`config.mk`:
```
export PLATFORM = sky130hd
export DESIGN_NAME = rmw_shift_unit
export DESIGN_NICKNAME = d
export VERILOG_FILES = /design/src/rtl/rsu_pkg.sv /design/src/rtl/rsu_shifter.sv /design/src/rtl/rsu_stepper.sv /design/src/rtl/rsu_decode.sv /design/src/rtl/rmw_shift_unit.sv
export SDC_FILE = /design/constraint.sdc
export NUM_CORES = 1
export LEC_CHECK = 0
export ABC_CLOCK_PERIOD_IN_PS = 3000
export BUFFER_PORTS_ARGS = -buffer_cell sky130_fd_sc_hd__buf_2
export CORE_ASPECT_RATIO = 1.4
export CORE_UTILIZATION = 51
export DETAILED_ROUTE_END_ITERATION = 10
export GPL_TIMING_DRIVEN = 0
export PLACE_DENSITY = 0.8
export REMOVE_ABC_BUFFERS = 1
export SETUP_SLACK_MARGIN = 0.1
export SYNTH_ARGS = -nofsm -noshare
export SYNTH_HDL_FRONTEND = slang
export SYNTH_SLANG_ARGS = --single-unit
```
`constraint.sdc`:
```
create_clock -name clk -period 3 [get_ports clk]
set_clock_uncertainty 0.05 [all_clocks]
set_input_delay 0.6 -clock clk [delete_from_list [all_inputs] [get_ports clk]]
set_output_delay 0.6 -clock clk [all_outputs]
set_load 0.005 [all_outputs]
```
`src/rtl/rsu_pkg.sv`:
```
package rsu_pkg;
  typedef enum logic [2:0] {
    FN_SHL   = 3'b000,
    FN_ROTL  = 3'b001,
    FN_SHR   = 3'b010,
    FN_ROTR  = 3'b011,
    FN_STX   = 3'b100,
    FN_LDX   = 3'b101,
    FN_DECR  = 3'b110,
    FN_INCR  = 3'b111
  } rsu_fn_e;

  typedef struct packed {
    logic c_upd;
    logic n_upd;
    logic z_upd;
    logic a_wr;
    logic x_wr;
    logic m_wr;
  } rsu_ctl_t;
endpackage

```
`src/rtl/rsu_shifter.sv`:
```
module rsu_shifter #(
  parameter int W = 8
) (
  input  logic         go_right,
  input  logic         rotate,
  input  logic         cin,
  input  logic [W-1:0] din,
  output logic [W-1:0] dout,
  output logic         cout
);
  localparam int MSB = W - 1;
  logic fill;

  always_comb begin
    fill = rotate & cin;
    if (go_right) begin
      dout = {fill, din[MSB:1]};
      cout = din[0];
    end else begin
      dout = {din[MSB-1:0], fill};
      cout = din[MSB];
    end
  end
endmodule

```
`src/rtl/rsu_stepper.sv`:
```
module rsu_stepper #(
  parameter int W = 8
) (
  input  logic         up,
  input  logic [W-1:0] din,
  output logic [W-1:0] dout
);
  localparam logic [W-1:0] ONE  = W'(1);
  localparam logic [W-1:0] MONE = {W{1'b1}};

  assign dout = din + (up ? ONE : MONE);
endmodule

```
`src/rtl/rsu_decode.sv`:
```
module rsu_decode
  import rsu_pkg::*;
(
  input  logic [2:0] func,
  input  logic       acc_mode,
  output rsu_ctl_t   ctl
);
  always_comb begin
    ctl = '0;
    unique case (rsu_fn_e'(func))
      FN_SHL, FN_ROTL, FN_SHR, FN_ROTR: begin
        ctl.c_upd = 1'b1;
        ctl.n_upd = 1'b1;
        ctl.z_upd = 1'b1;
        ctl.a_wr  = acc_mode;
        ctl.m_wr  = ~acc_mode;
      end
      FN_STX: ctl.m_wr = 1'b1;
      FN_LDX: begin
        ctl.n_upd = 1'b1;
        ctl.z_upd = 1'b1;
        ctl.x_wr  = 1'b1;
      end
      FN_DECR, FN_INCR: begin
        ctl.n_upd = 1'b1;
        ctl.z_upd = 1'b1;
        ctl.m_wr  = 1'b1;
      end
      default: ctl = '0;
    endcase
  end
endmodule

```
`src/rtl/rmw_shift_unit.sv`:
```
module rmw_shift_unit
  import rsu_pkg::*;
#(
  parameter int W = 8
) (
  input  logic         clk,
  input  logic         rst,
  input  logic         start,
  input  logic [2:0]   func,
  input  logic [W-1:0] operand,
  input  logic         acc_mode,
  input  logic         carry_in,
  input  logic [W-1:0] x_in,
  output logic [W-1:0] result,
  output logic         carry_out,
  output logic         neg_out,
  output logic         zero_out,
  output logic         carry_upd,
  output logic         neg_upd,
  output logic         zero_upd,
  output logic         acc_wr,
  output logic         x_wr,
  output logic         mem_wr,
  output logic [W-1:0] mem_wdata,
  output logic         done
);
  localparam int MSB = W - 1;

  logic [W-1:0] sh_res, st_res;
  logic         sh_cout;
  rsu_ctl_t     ctl;
  logic [W-1:0] nxt_res;
  logic         nxt_c;

  rsu_shifter #(.W(W)) u_shift (
    .go_right (func[1]),
    .rotate   (func[0]),
    .cin      (carry_in),
    .din      (operand),
    .dout     (sh_res),
    .cout     (sh_cout)
  );

  rsu_stepper #(.W(W)) u_step (
    .up   (func[0]),
    .din  (operand),
    .dout (st_res)
  );

  rsu_decode u_dec (
    .func     (func),
    .acc_mode (acc_mode),
    .ctl      (ctl)
  );

  always_comb begin
    unique case (func[2:1])
      2'b10:   nxt_res = func[0] ? operand : x_in;
      2'b11:   nxt_res = st_res;
      default: nxt_res = sh_res;
    endcase
    nxt_c = ctl.c_upd ? sh_cout : carry_in;
  end

  always_ff @(posedge clk) begin
    if (rst) begin
      result    <= '0;
      carry_out <= 1'b0;
      neg_out   <= 1'b0;
      zero_out  <= 1'b0;
      carry_upd <= 1'b0;
      neg_upd   <= 1'b0;
      zero_upd  <= 1'b0;
      acc_wr    <= 1'b0;
      x_wr      <= 1'b0;
      mem_wr    <= 1'b0;
      mem_wdata <= '0;
      done      <= 1'b0;
    end else if (start) begin
      result    <= nxt_res;
      carry_out <= nxt_c;
      neg_out   <= nxt_res[MSB];
      zero_out  <= (nxt_res == '0);
      carry_upd <= ctl.c_upd;
      neg_upd   <= ctl.n_upd;
      zero_upd  <= ctl.z_upd;
      acc_wr    <= ctl.a_wr;
      x_wr      <= ctl.x_wr;
      mem_wr    <= ctl.m_wr;
      mem_wdata <= ctl.m_wr ? nxt_res : '0;
      done      <= 1'b1;
    end else begin
      carry_upd <= 1'b0;
      neg_upd   <= 1'b0;
      zero_upd  <= 1'b0;
      acc_wr    <= 1'b0;
      x_wr      <= 1'b0;
      mem_wr    <= 1'b0;
      done      <= 1'b0;
    end
  end
endmodule

```
==> impl_results.md <==
* Post-route ant nets at 0
* Remaining Overflow, GRT at 0
* Avg Inst Size Synth at 8.51 µm²
* Post-CTS Setup Inserts at 0
* Post-synth top flop: dfxtp_1
* Critical path type: primary input to flop
* Synth area leader: dfxtp_1
* Layout net count at 259
* Async set-reset flop share out of synthesis at 0
* Pint at 0.617 mW
* Post-synth EDFFs at 0
* Initial DRT Pass Iterations at 4
* MaxCap Viol Count at 0
* Total Die Area at 3320 µm²
* Fin. Hold Viols at 0
* Post-DP HPWL at 2810 µm
* P_leak at 0.869 nW
* Starting Density at 0.542
* Post-synth top area share at 0.305
* Inst Count DP at 260
* Io pins at 50
* Worst-Margin Slew at 0.433 ns
* Die Ht at 67.7 µm
* Clk buf depth at 2
* Cell Count, Final, Fillers Out at 264
* Vias in the first global route at 1,343
* Clock Sinks at 24
* Synth Register Bits at 24
* Syn-to-layout area delta at 17.8%
* Multi-input gate area at 975 µm²
* DRT Wirelength at 3690 µm
* Design Power at 0.846 mW
* Status: finished, final reports clean
* DRC viols at 0
* RSZ-0062 raised after global routing: false
* CP arrival at 2.85 ns
* Combinational Power Share at 0.263
* Root Buffer: clkbuf_8
* Clk network pwr share at 0.327
* Switch Pwr at 0.228 mW
* Vias per cell at 5.71
* DIE WIDTH at 49.0 µm
* Reg area at 480 µm²
* Worst R2R Setup Slack at 2.26 ns
* Hold Crit Class: flop to flop
* Hold_ws at 0.434 ns
* Sequential area share after synthesis at 0.305
* CTS buffer count at 3
* Post-synth cell types at 50
* Synth cell count leaders: nor2_1, dfxtp_1, a21oi_1
* Seq pwr share at 0.410
* Final count of negative-setup-slack endpoints at 0
* Worst-path fanout max at 14
* Drt wl/cell at 14.0 µm
* CP required at 3.15 ns
* Hold buffers post-CTS at 0
* Peak VDD IR at 0.306 mV
* Final min period at 2.70 ns
* YS warnings at 0
* Rows at 23
* Max_slew headroom at 0.709
* Core area at 2910 µm²
* Mapped Area at 1570 µm²
* Iter 0 DRT Violations at 42
* # H-tree levels at 1
* Number of fill cells in the layout at 281
* Crit path capture type: flop
* Gr usage total at 0.232
* Antenna violations before repair at 0
* Vias at 1,507
* Most common cell in the netlist: nor2_1
* Port Buffers at 49
* Power Dens Cells at 456 nW/µm²
* Post-Syn Instances at 185
* Share of cells above drive strength 1 at 0.295
* Startpoint Class: primary input
* Max frequency at 0.370 GHz
* Synth area leaders: dfxtp_1, nor2_1, ha_1
* Gpl congestion at 0.836
* Clk Latency, worst-skew pair at 0.26 ns
* Worst-path clk slew at 0.08 ns
* First-pass GRT wire length at 6110 µm
* Antenna fix cells at 0
* Largest net degree at the start of global routing at 24
* Post-cts gate resize count at 0
* Final core occ at 0.638
* Final Max Slew Viols at 0
* CTS tree: done
* Final period utilization at 0.900
* Net switching fraction of the power at 0.270
state kept, by name, indices dropped and copies added (netlist names):
register	cells
neg_upd	1
carry_upd	1
mem_wr	1
acc_wr	1
carry_out	1
result	8
done	1
zero_out	1
x_wr	1
mem_wdata	8
layout make-up:
class	instances	share of cell area
clock buffers	3	0.0223
inverters	9	0.0182
flip-flops and latches	24	0.259
clock inverters	1	0.0162
multi-input cells	141	0.526
repair buffers	49	0.134
well taps	37	0.0250
power groups by stage:
stage / Combinational, mW / Sequential (mW) / Clock (mW)
final: 0.222 / 0.347 / 0.276
after global routing: 0.247 / 0.349 / 0.295
after CTS: 0.221 / 0.347 / 0.278
after detailed placement: 0.219 / 0.354 / 0
after global placement: 0.217 / 0.354 / 0
after floorplan: 0.134 / 0.357 / 0
routing by layer:
layer | vias to the layer above | track usage | wire length [µm]
li1 | 756 | - | -
met1 | 671 | 0.284 | 1590
met2 | 78 | 0.443 | 1850
met3 | 2 | 0.0248 | 247
met4 | 0 | 0.0368 | 8
met5 | - | 0 | 0
kinds of logic (layout without fill, tap and decap cells):
kind of cell    count (synthesis)  after routing  share of synthesized area
flops                          24             24                      0.305
fa+ha+maj                       7              7                     0.0604
simple gates                   76             76                      0.249
mux                             9              9                     0.0676
compound gates                 48             48                      0.237
xor+xnor                        1              1                    0.00557
buf+inv                        20             62                     0.0755
through the flow:
step                      TNS [ns]  worst slack, ns  instance area (µm²)
after floorplan                  0            0.498                 1490
after global placement     -0.0290          -0.0290                 1780
after detailed placement   -0.0386          -0.0386                 1780
after CTS                        0            0.225                 1850
after global routing             0            0.200                 1850
final                            0            0.301                 1850
cell usage in the layout, fill, tap and decap left out, drive strengths merged, types with 3 or more instances in the layout:
| master | instances |
|---|---|
| buf | 48 |
| nor2 | 30 |
| dfxtp | 24 |
| a21oi | 10 |
| inv | 9 |
| nand2 | 7 |
| nor3 | 7 |
| nand3 | 7 |
| nor2b | 6 |
| a211oi | 6 |
| ha | 6 |
| a22oi | 5 |
| mux2i | 5 |
| and3 | 4 |
| a2bb2oi | 4 |
| nand2b | 4 |
| clkbuf | 4 |
| a221oi | 3 |
| o22ai | 3 |
| mux2 | 3 |
| nand4b | 3 |
| o21ai | 3 |
worst max-delay path: stages:
cell and delay, ns:
clkbuf_4 0.23, inv_1 0.17, ha_1 0.34, a211o_1 0.35, a21oi_2 0.16, mux2i_1 0.13
a2111oi_4 0.35, or3b_1 0.40, o21ai_2 0.12
final timing paths:
| path | depth (start not counted) | startpoint | to |
|---|---|---|---|
| setup / recovery | 9 | func[0] | zero_out$_SDFFE_PP0P_ |
| hold / removal | 2 | result[2]$_SDFFE_PP0P_ | result[2]$_SDFFE_PP0P_ |
| setup reg to reg | 2 | result[7]$_SDFFE_PP0P_ | result[7]$_SDFFE_PP0P_ |
| hold reg to reg | 2 | result[2]$_SDFFE_PP0P_ | result[2]$_SDFFE_PP0P_ |
Note: power is estimated with default switching activity, not from simulation.
